$ cat src/rtl/svm_pkg.sv
// Shared types and constants for the supply monitor.
// Assumes: all users compile this package first.
package svm_pkg;

    // Sequencer phase for the comparator power cycle.
    typedef enum logic [2:0] {
        SEQ_IDLE,
        SEQ_MASK,
        SEQ_LIVE,
        SEQ_TAKE,
        SEQ_WAIT
    } seq_state_t;

    // Action select value that turns detections into reset requests.
    localparam logic [3:0] RESET_KEY = 4'hA;

endpackage

$ cat src/rtl/svm_seq.sv
// Comparator power sequencer.
// Powers the comparator, waits out the masking time and then marks valid
// sample cycles: every cycle in continuous mode, or one cycle per interval
// in intermittent mode, after which the comparator is switched off.
// Assumes: the intervals are larger than MASK_CYC + 1.
module svm_seq
    import svm_pkg::*;
#(
    parameter int MASK_CYC = 16,
    parameter int INTV1    = 256,
    parameter int INTV2    = 1024,
    parameter int INTV3    = 4096
) (
    input  logic       clk,
    input  logic       rst_n,
    input  logic       en,
    input  logic [1:0] mode,
    output logic       power,
    output logic       smp_valid
);

    localparam int MW = (MASK_CYC > 1) ? $clog2(MASK_CYC) : 1;
    localparam int IW = $clog2(INTV3);
    localparam logic [MW-1:0] MASK_LAST = MW'(MASK_CYC - 1);
    localparam logic [IW-1:0] WAIT1 = IW'(INTV1 - MASK_CYC - 2);
    localparam logic [IW-1:0] WAIT2 = IW'(INTV2 - MASK_CYC - 2);
    localparam logic [IW-1:0] WAIT3 = IW'(INTV3 - MASK_CYC - 2);

    seq_state_t      st;
    logic [MW-1:0]   mcnt;
    logic [IW-1:0]   icnt;
    logic [IW-1:0]   wait_last;
    logic            cont;

    assign cont = (mode == 2'd0);

    // Last off-cycle count of the selected interval.
    always_comb begin
        unique case (mode)
            2'd1:    wait_last = WAIT1;
            2'd2:    wait_last = WAIT2;
            default: wait_last = WAIT3;
        endcase
    end

    // Phase register with masking and off-time counters.
    always_ff @(posedge clk) begin
        if (!rst_n || !en) begin
            st   <= SEQ_IDLE;
            mcnt <= '0;
            icnt <= '0;
        end else begin
            unique case (st)
                SEQ_IDLE: begin
                    st   <= SEQ_MASK;
                    mcnt <= '0;
                end
                SEQ_MASK: begin
                    if (mcnt == MASK_LAST) begin
                        st   <= cont ? SEQ_LIVE : SEQ_TAKE;
                        mcnt <= '0;
                    end else begin
                        mcnt <= mcnt + 1'b1;
                    end
                end
                SEQ_LIVE: begin
                    if (!cont) begin
                        st   <= SEQ_WAIT;
                        icnt <= '0;
                    end
                end
                SEQ_TAKE: begin
                    st   <= SEQ_WAIT;
                    icnt <= '0;
                end
                SEQ_WAIT: begin
                    if (cont || icnt >= wait_last) begin
                        st   <= SEQ_MASK;
                        mcnt <= '0;
                    end else begin
                        icnt <= icnt + 1'b1;
                    end
                end
                default: st <= SEQ_IDLE;
            endcase
        end
    end

    // Comparator power and sample strobe decoded from the phase.
    always_comb begin
        power     = (st == SEQ_MASK) || (st == SEQ_LIVE) || (st == SEQ_TAKE);
        smp_valid = (st == SEQ_LIVE) || (st == SEQ_TAKE);
    end

endmodule

$ cat src/rtl/svm_detect.sv
// Detection status and consecutive-low debounce.
// Captures each valid sample into the status and counts consecutive low
// samples. It produces a one-cycle event per qualifying sample: every low
// sample in continuous mode, or a low sample that completes the selected
// run length in intermittent mode.
// Assumes: smp_valid only occurs after the masking time.
module svm_detect #(
    parameter int MAX_SEL = 3
) (
    input  logic       clk,
    input  logic       rst_n,
    input  logic       en,
    input  logic       cont,
    input  logic       smp_valid,
    input  logic       cmp_low,
    input  logic [1:0] cnt_sel,
    output logic       status,
    output logic       evt
);

    localparam int RUN_MAX = 1 << MAX_SEL;
    localparam int RW      = $clog2(RUN_MAX + 1);
    localparam logic [RW-1:0] RUN_TOP = RW'(RUN_MAX);

    logic [RW-1:0] run;
    logic [RW-1:0] run_next;
    logic [RW-1:0] need;

    // Saturating run increment and run length required by the count select.
    always_comb begin
        run_next = (run == RUN_TOP) ? run : run + 1'b1;
        need     = RW'(1) << cnt_sel;
    end

    // Status capture, run counting and event strobe.
    always_ff @(posedge clk) begin
        if (!rst_n || !en) begin
            status <= 1'b0;
            run    <= '0;
            evt    <= 1'b0;
        end else if (smp_valid) begin
            status <= cmp_low;
            run    <= cmp_low ? run_next : '0;
            evt    <= cmp_low && (cont || run_next >= need);
        end else begin
            evt    <= 1'b0;
        end
    end

endmodule

$ cat src/rtl/svm_route.sv
// Event routing to the interrupt flag or the reset request.
// With the reset key selected, the first cycle of a run of event cycles
// gives a one-cycle reset pulse; otherwise events set a sticky flag that a
// clear strobe resets, with set taking priority.
// Assumes: flag_clr is a single-cycle strobe from the register write path.
module svm_route
    import svm_pkg::*;
(
    input  logic       clk,
    input  logic       rst_n,
    input  logic       evt,
    input  logic [3:0] act_sel,
    input  logic       flag_clr,
    input  logic       irq_en,
    output logic       flag,
    output logic       irq,
    output logic       rst_pulse
);

    logic to_reset;
    logic evt_d;

    assign to_reset = (act_sel == RESET_KEY);

    // Flag, reset pulse and event history registers.
    always_ff @(posedge clk) begin
        if (!rst_n) begin
            flag      <= 1'b0;
            rst_pulse <= 1'b0;
            evt_d     <= 1'b0;
        end else begin
            evt_d     <= evt;
            rst_pulse <= evt && to_reset && !evt_d;
            if (evt && !to_reset) begin
                flag <= 1'b1;
            end else if (flag_clr) begin
                flag <= 1'b0;
            end
        end
    end

    // Interrupt request gated by its enable.
    assign irq = flag && irq_en;

endmodule

$ cat src/rtl/supply_monitor.sv
// Supply voltage monitor sequencer, top level.
// Ties the power sequencer, the detector and the event router together and
// forwards the threshold code to the external comparator.
// Assumes: configuration inputs come from registers in the clk domain and
// cmp_low is already synchronised to clk.
module supply_monitor #(
    parameter int MASK_CYC = 16,
    parameter int INTV1    = 256,
    parameter int INTV2    = 1024,
    parameter int INTV3    = 4096,
    parameter int LVL_W    = 5
) (
    input  logic             clk,
    input  logic             rst_n,
    input  logic             cfg_enable,
    input  logic [1:0]       cfg_mode,
    input  logic [LVL_W-1:0] cfg_level,
    input  logic [1:0]       cfg_count_sel,
    input  logic [3:0]       cfg_action_sel,
    input  logic             cfg_irq_en,
    input  logic             flag_clr,
    input  logic             cmp_low,
    output logic             cmp_power,
    output logic [LVL_W-1:0] cmp_level,
    output logic             det_status,
    output logic             irq_flag,
    output logic             irq_req,
    output logic             rst_req
);

    logic smp_valid;
    logic det_evt;
    logic cont_mode;

    assign cont_mode = (cfg_mode == 2'd0);
    assign cmp_level = cfg_level;

    svm_seq #(
        .MASK_CYC (MASK_CYC),
        .INTV1    (INTV1),
        .INTV2    (INTV2),
        .INTV3    (INTV3)
    ) u_seq (
        .clk       (clk),
        .rst_n     (rst_n),
        .en        (cfg_enable),
        .mode      (cfg_mode),
        .power     (cmp_power),
        .smp_valid (smp_valid)
    );

    svm_detect #(
        .MAX_SEL (3)
    ) u_det (
        .clk       (clk),
        .rst_n     (rst_n),
        .en        (cfg_enable),
        .cont      (cont_mode),
        .smp_valid (smp_valid),
        .cmp_low   (cmp_low),
        .cnt_sel   (cfg_count_sel),
        .status    (det_status),
        .evt       (det_evt)
    );

    svm_route u_route (
        .clk       (clk),
        .rst_n     (rst_n),
        .evt       (det_evt),
        .act_sel   (cfg_action_sel),
        .flag_clr  (flag_clr),
        .irq_en    (cfg_irq_en),
        .flag      (irq_flag),
        .irq       (irq_req),
        .rst_pulse (rst_req)
    );

endmodule

$ cat config.mk
export PLATFORM = sky130hd
export DESIGN_NAME = supply_monitor
export DESIGN_NICKNAME = d
export VERILOG_FILES = /design/src/rtl/svm_pkg.sv /design/src/rtl/svm_seq.sv /design/src/rtl/svm_detect.sv /design/src/rtl/svm_route.sv /design/src/rtl/supply_monitor.sv
export SDC_FILE = /design/constraint.sdc
export NUM_CORES = 1
export LEC_CHECK = 0
export BUFFER_PORTS_ARGS = -buffer_cell sky130_fd_sc_hd__buf_2
export CORE_UTILIZATION = 41
export CTS_BUF_LIST = sky130_fd_sc_hd__clkbuf_4
export DETAILED_ROUTE_END_ITERATION = 16
export GPL_ROUTABILITY_DRIVEN = 0
export PLACE_DENSITY_LB_ADDON = 0.15
export SYNTH_ARGS = -nofsm -noshare
export SYNTH_HDL_FRONTEND = slang
export SYNTH_SLANG_ARGS = --single-unit
export TNS_END_PERCENT = 5
$ cat constraint.sdc
create_clock -name clk -period 2.9 [get_ports clk]
set_input_delay 0.29 -clock clk [delete_from_list [all_inputs] [get_ports clk]]
set_output_delay 0.29 -clock clk [all_outputs]
set_load 0.05 [all_outputs]
; Word level (Yosys, flattened, before mapping)
; Index checks and enable logic that the tools add are counted.
; W data, S select, Z words.
[op_classes]
eq_ne = 13
n_addsub = 3
magnitude_cmp = 2
bitwise = 1
n_shift = 1
reduce_logical = 24
n_mux = 16
[ops]
columns = cell, count
row1 = $pmux W12 S3, 1
row2 = $mux W12, 2
row3 = $pmux W12 S2, 1
row4 = $mux W4, 4
row5 = $pmux W3 S5, 1
row6 = $add A12 B1 Y12 const B, 1
row7 = $eq A4 B4 Y1 const B, 3
row8 = $ge A12 B12 Y1, 1
row9 = $pmux W4 S3, 1
row10 = $mux W3, 3
row11 = $add A4 B1 Y4 const B, 2
row12 = $eq A3 B2 Y1 const B, 2
row13 = $logic_or A1 B1 Y1, 6
row14 = $reduce_and A3 Y1, 2
row15 = $reduce_bool A3 Y1, 2
row16 = $logic_and A1 B1 Y1, 5
row17 = $ge A4 B4 Y1, 1
row18 = $logic_not A1 Y1, 4
row19 = $ne A2 B1 Y1 const B, 2
row20 = $ne A2 B2 Y1 const B, 2
row21 = $shl A1 B2 Y4 const A, 1
row22 = $eq A3 B1 Y1 const B, 1
row23 = $eq A3 B3 Y1 const B, 1
row24 = $logic_not A3 Y1, 1
row25 = other kinds (8), 10
[word_totals]
out_inout_bits = 10
inputBits = 19
word_cells = 69
register_bits = 28

; Logic depth before layout (Yosys ltp)
[depth]
depth_word = 6
depth_mapped = 11
ltp_nobuf = 11

; Hierarchy
; Synthesis repeated with hierarchy kept, for this count alone.
[unflattened]
cells_unflattened = 198
area_unflattened_um2 = 1776.7
[by_module_without_submodules]
columns = module, area_each_um2, cells_each, seq_area_each_um2, n_inst
row1 = svm_seq, 1258.7, 141, 380.4, 1
row2 = svm_detect, 370.4, 41, 120.1, 1
row3 = svm_route, 106.4, 10, 60.1, 1
row4 = supply_monitor, 41.3, 6, 0.0, 1

; Least setup slack after synthesis
; Ideal clock, no wire load.
[synth_timing]
path_type = input-to-reg
start = in cfg_mode[1]
end = reg u_seq.icnt[10]
setup_ps = 125
stages = 9
path_buffers = 1
t_arrival_ps = 2026
required_time_ps = 2775
setup_slack_ps = 749
cell_sequence = inv_1 ha_1 ha_1 a211oi_1 o211ai_2 a22o_1 buf_4 o211ai_1 o31ai_1
[synth_via]
elab_chain_cells = 6
elab_cells_between_ends = 9
classes_between = 1 x order compare / 4 x eq/ne / 1 x mux / 3 x reduce/logical
[synth_lines]
columns = element, line_no
row1 = "start, declared", supply_monitor.sv:16  ; input logic [1:0] cfg_mode,
row2 = $eq A2 B2 Y1 / $eq A2 B1 Y1 (equally long branches), svm_seq.sv:39  ; unique case (mode)
row3 = $pmux W12 S2, svm_seq.sv:39
row4 = $ge A12 B12 Y1, svm_seq.sv:77  ; if (cont || icnt >= wait_last) begin
row5 = $logic_or A1 B1 Y1, svm_seq.sv:77
row6 = $ne A2 B2 Y1 (no line), --
row7 = $reduce_and A3 Y1 (no line) *, --
row8 = "end signal, assigned", svm_seq.sv:81  ; icnt <= icnt + 1'b1;
row9 = "end, declared", svm_seq.sv:31  ; logic [IW-1:0] icnt;
; Every way passes the cells marked *; elsewhere a longest branch is shown, timed or not.
; A chain may end at the register's enable or synchronous reset.

; Worst setup path in the final report
[layout_timing]
start = in cfg_mode[0]
end = reg u_seq.icnt[1]
; The elaborated chain is that of the path after synthesis.

==> results.ini <==
[cells_and_area]
drive_above_1_share = 0.1286
diodes = 0
area_growth_pct = 9.014
fin_nets = 244
nFillCells = 391

[sta]
hold_violations = 0
fin_skew_ns = 0.004960
worst_slack_ns = 0.7406
fin_hold_ws_ns = 0.2081
fin_crit_ns = 2.159
setup_viol = 0
max_freq_ghz = 0.4631
grt_setup_unrepaired = false
maxSlewViolCount = 0
tightest_slew_ns = 0.5831
slew_headroom = 0.6077
finalSetupTns_ns = 0
fin_crit_sh = 0.7446

[routing]
detail_route.wl_per_cell_um = 13.23
num_vias = 1435
postRouteAntennaNets = 0
drc = 0
firstDrtPassIters = 4
drt_wl_total_mm = 3.414
vias_per_cell = 5.562
drtIter0Drc = 52

[clock_tree]
cts_setup_buffers = 0
cts_sinks = 28
clock_latency_ns = 0.33
htreeDepth = 1
numCtsBuffers = 3
cts_resized = 0
root_buffer = clkbuf_4
clk_pin_slew_ns = 0.16
cts_hold_buffers = 0
cts_tree = yes
clock_path_buffers = 2

[setup_path]
required_ns = 3.17
cp_cell_sequence = buf_2 -> inv_1 -> ha_1 -> ha_1 -> a211oi_1 -> o211ai_2 -> a22o_1 -> or3_1 -> a21oi_1
worst_ep_arrival_time_ns = 2.43
crit_top_cell = ha_1
critPathKind = in -> reg
cpPeakStageDelay_ns = 0.43
critPathSlowestCell = a22o_1
crit_path_start_kind = primary input
critPathMaxFanout = 14
worstSetupEndpointType = flip-flop

[yosys]
synthesis.area_sq_um = 1638
synth_flop_cell = dfxtp_1
synth_cell_types = 38
syn_avg_cell_area_sq_um = 8.356
ys_ff_latch = 28
ys_warn_count = 0
syn_nets = 229
synth_edf_count = 0
ys_seq_area_frac = 0.3422
async_flop_share = 0
syn_inst = 196

[global_route]
track_usage = 0.1837
grt_max_degree = 17
gr-total-overflow = 0
grt_pass1_wl_mm = 6.127
grt_pass1_vias = 1347
antenna_found_initial = 0

[floorplan]
rows = 22
die_h_um = 65.21
io-pin-count = 29
core_area_sq_um = 3744
dieArea_sq_um = 4252
die_w_um = 65.21
start_util = 0.4375

[placement]
post-place-ws_ns = 0.3909
portBuffers = 18
hpwl_mm = 2.609

[outcome]
outcome = completed

[hold_path]
min_path_type = in -> reg

[power_and_ir_drop]
ir_worst_vdd_mv = 0.1696
p_leak_uw = 0.0007028
p_per_area_nw_per_um2 = 395.0
finalPower_uw = 705.2

[job]
drv_cap = 0

-- kinds of logic after synthesis --
family | count (synthesis) | share of synthesized area
AOI/OAI and AO/OA | 56 | 0.2307
and+or+nand+nor | 77 | 0.2414
xor gates and xnor gates | 3 | 0.01605
buffers and inverters | 17 | 0.05653
muxes | 1 | 0.006112
DFF | 28 | 0.3422
adders and majority gates | 14 | 0.1070
-- registers in the layout, summed over array words and instances (netlist names) --
register           cells
u_det.evt              1
u_det.run              4
u_det.status           1
u_route.evt_d          1
u_route.flag           1
u_route.rst_pulse      1
u_seq.icnt            12
u_seq.mcnt             4
u_seq.st               3
-- stage by stage --
stage,instances,utilization,cell area (sq um)
global route,258,0.4769,1785
CTS,258,0.4769,1785
global placement,254,0.4629,1733
detailed placement,254,0.4629,1733
floorplan,196,-,1638
finish,258,0.4769,1785
-- layout by cell type, fill, tap and decap left out, types with 5 or more instances in the layout --
master	n
nand3_1	11
o31ai_1	5
buf_2	18
nor2_1	15
a31oi_1	6
and2_1	6
nand2_1	21
o21ai_0	12
ha_1	14
o211ai_1	8
inv_1	8
a21oi_1	9
dfxtp_1	28
a22o_1	7
-- per-layer routing --
| metal | part of all wire | GRT usage | vias to the layer above | wire length [um] |
|---|---|---|---|---|
| met1 | 0.50 | 0.2543 | 669 | 1719 |
| met5 | 0 | 0 | - | 0 |
| met4 | 0.0067 | 0.06250 | 0 | 23 |
| met2 | 0.46 | 0.2938 | 26 | 1559 |
| li1 | - | - | 736 | - |
| met3 | 0.033 | 0.02083 | 4 | 112 |
-- critical path: cells and delay by family --
family / cells / cell delay [ns]
AND/OR/NAND/NOR: 1 / 0.37
buffers and inverters: 2 / 0.14
AO/OA/AOI/OAI: 4 / 0.98
adder cells (fa/ha/maj): 2 / 0.65
-- Yosys cell counts (6+ instances only) --
library cell / instances / area [sq um]
dfxtp_1: 28 / 560.5
nand2_1: 21 / 78.83
nor2_1: 15 / 56.30
ha_1: 14 / 175.2
o21ai_0: 12 / 60.06
nand3_1: 11 / 55.05
a21oi_1: 9 / 45.04
inv_1: 8 / 30.03
o211ai_1: 8 / 60.06
a22o_1: 7 / 61.31
buf_4: 7 / 52.55
a31oi_1: 6 / 37.54
and2_1: 6 / 37.54
-- path summary, 6_finish.rpt --
| kind | start | endpoint | slack [ns] | cells past startpoint |
|---|---|---|---|---|
| worst min register to register | u_route.evt_d | u_route.rst_pulse | 0.42 | 1 |
| worst max-delay path | cfg_mode[0] | u_seq.icnt[1] | 0.74 | 9 |
| worst min-delay path | rst_n | u_route.flag | 0.21 | 2 |
| worst max register to register | u_seq.icnt[11] | u_seq.icnt[1] | 0.82 | 6 |
-- power by group --
group	internal, uW	total [uW]	switching (uW)
sequential	387	391	3.56
clock	140	259	119
combinational	21.8	55.3	33.6
-- layout make-up --
type,count,area [sq um],share of cell area
Timing Repair Buffer,19,97.59,0.05466
Clock buffer,3,22.52,0.01261
Inverter,8,30.03,0.01682
Multi-Input combinational cell,151,984.7,0.5515
Sequential cell,28,560.5,0.3139
Clock inverter,1,30.03,0.01682
Tap cell,48,60.06,0.03364
(Power assumes the default switching activity.)
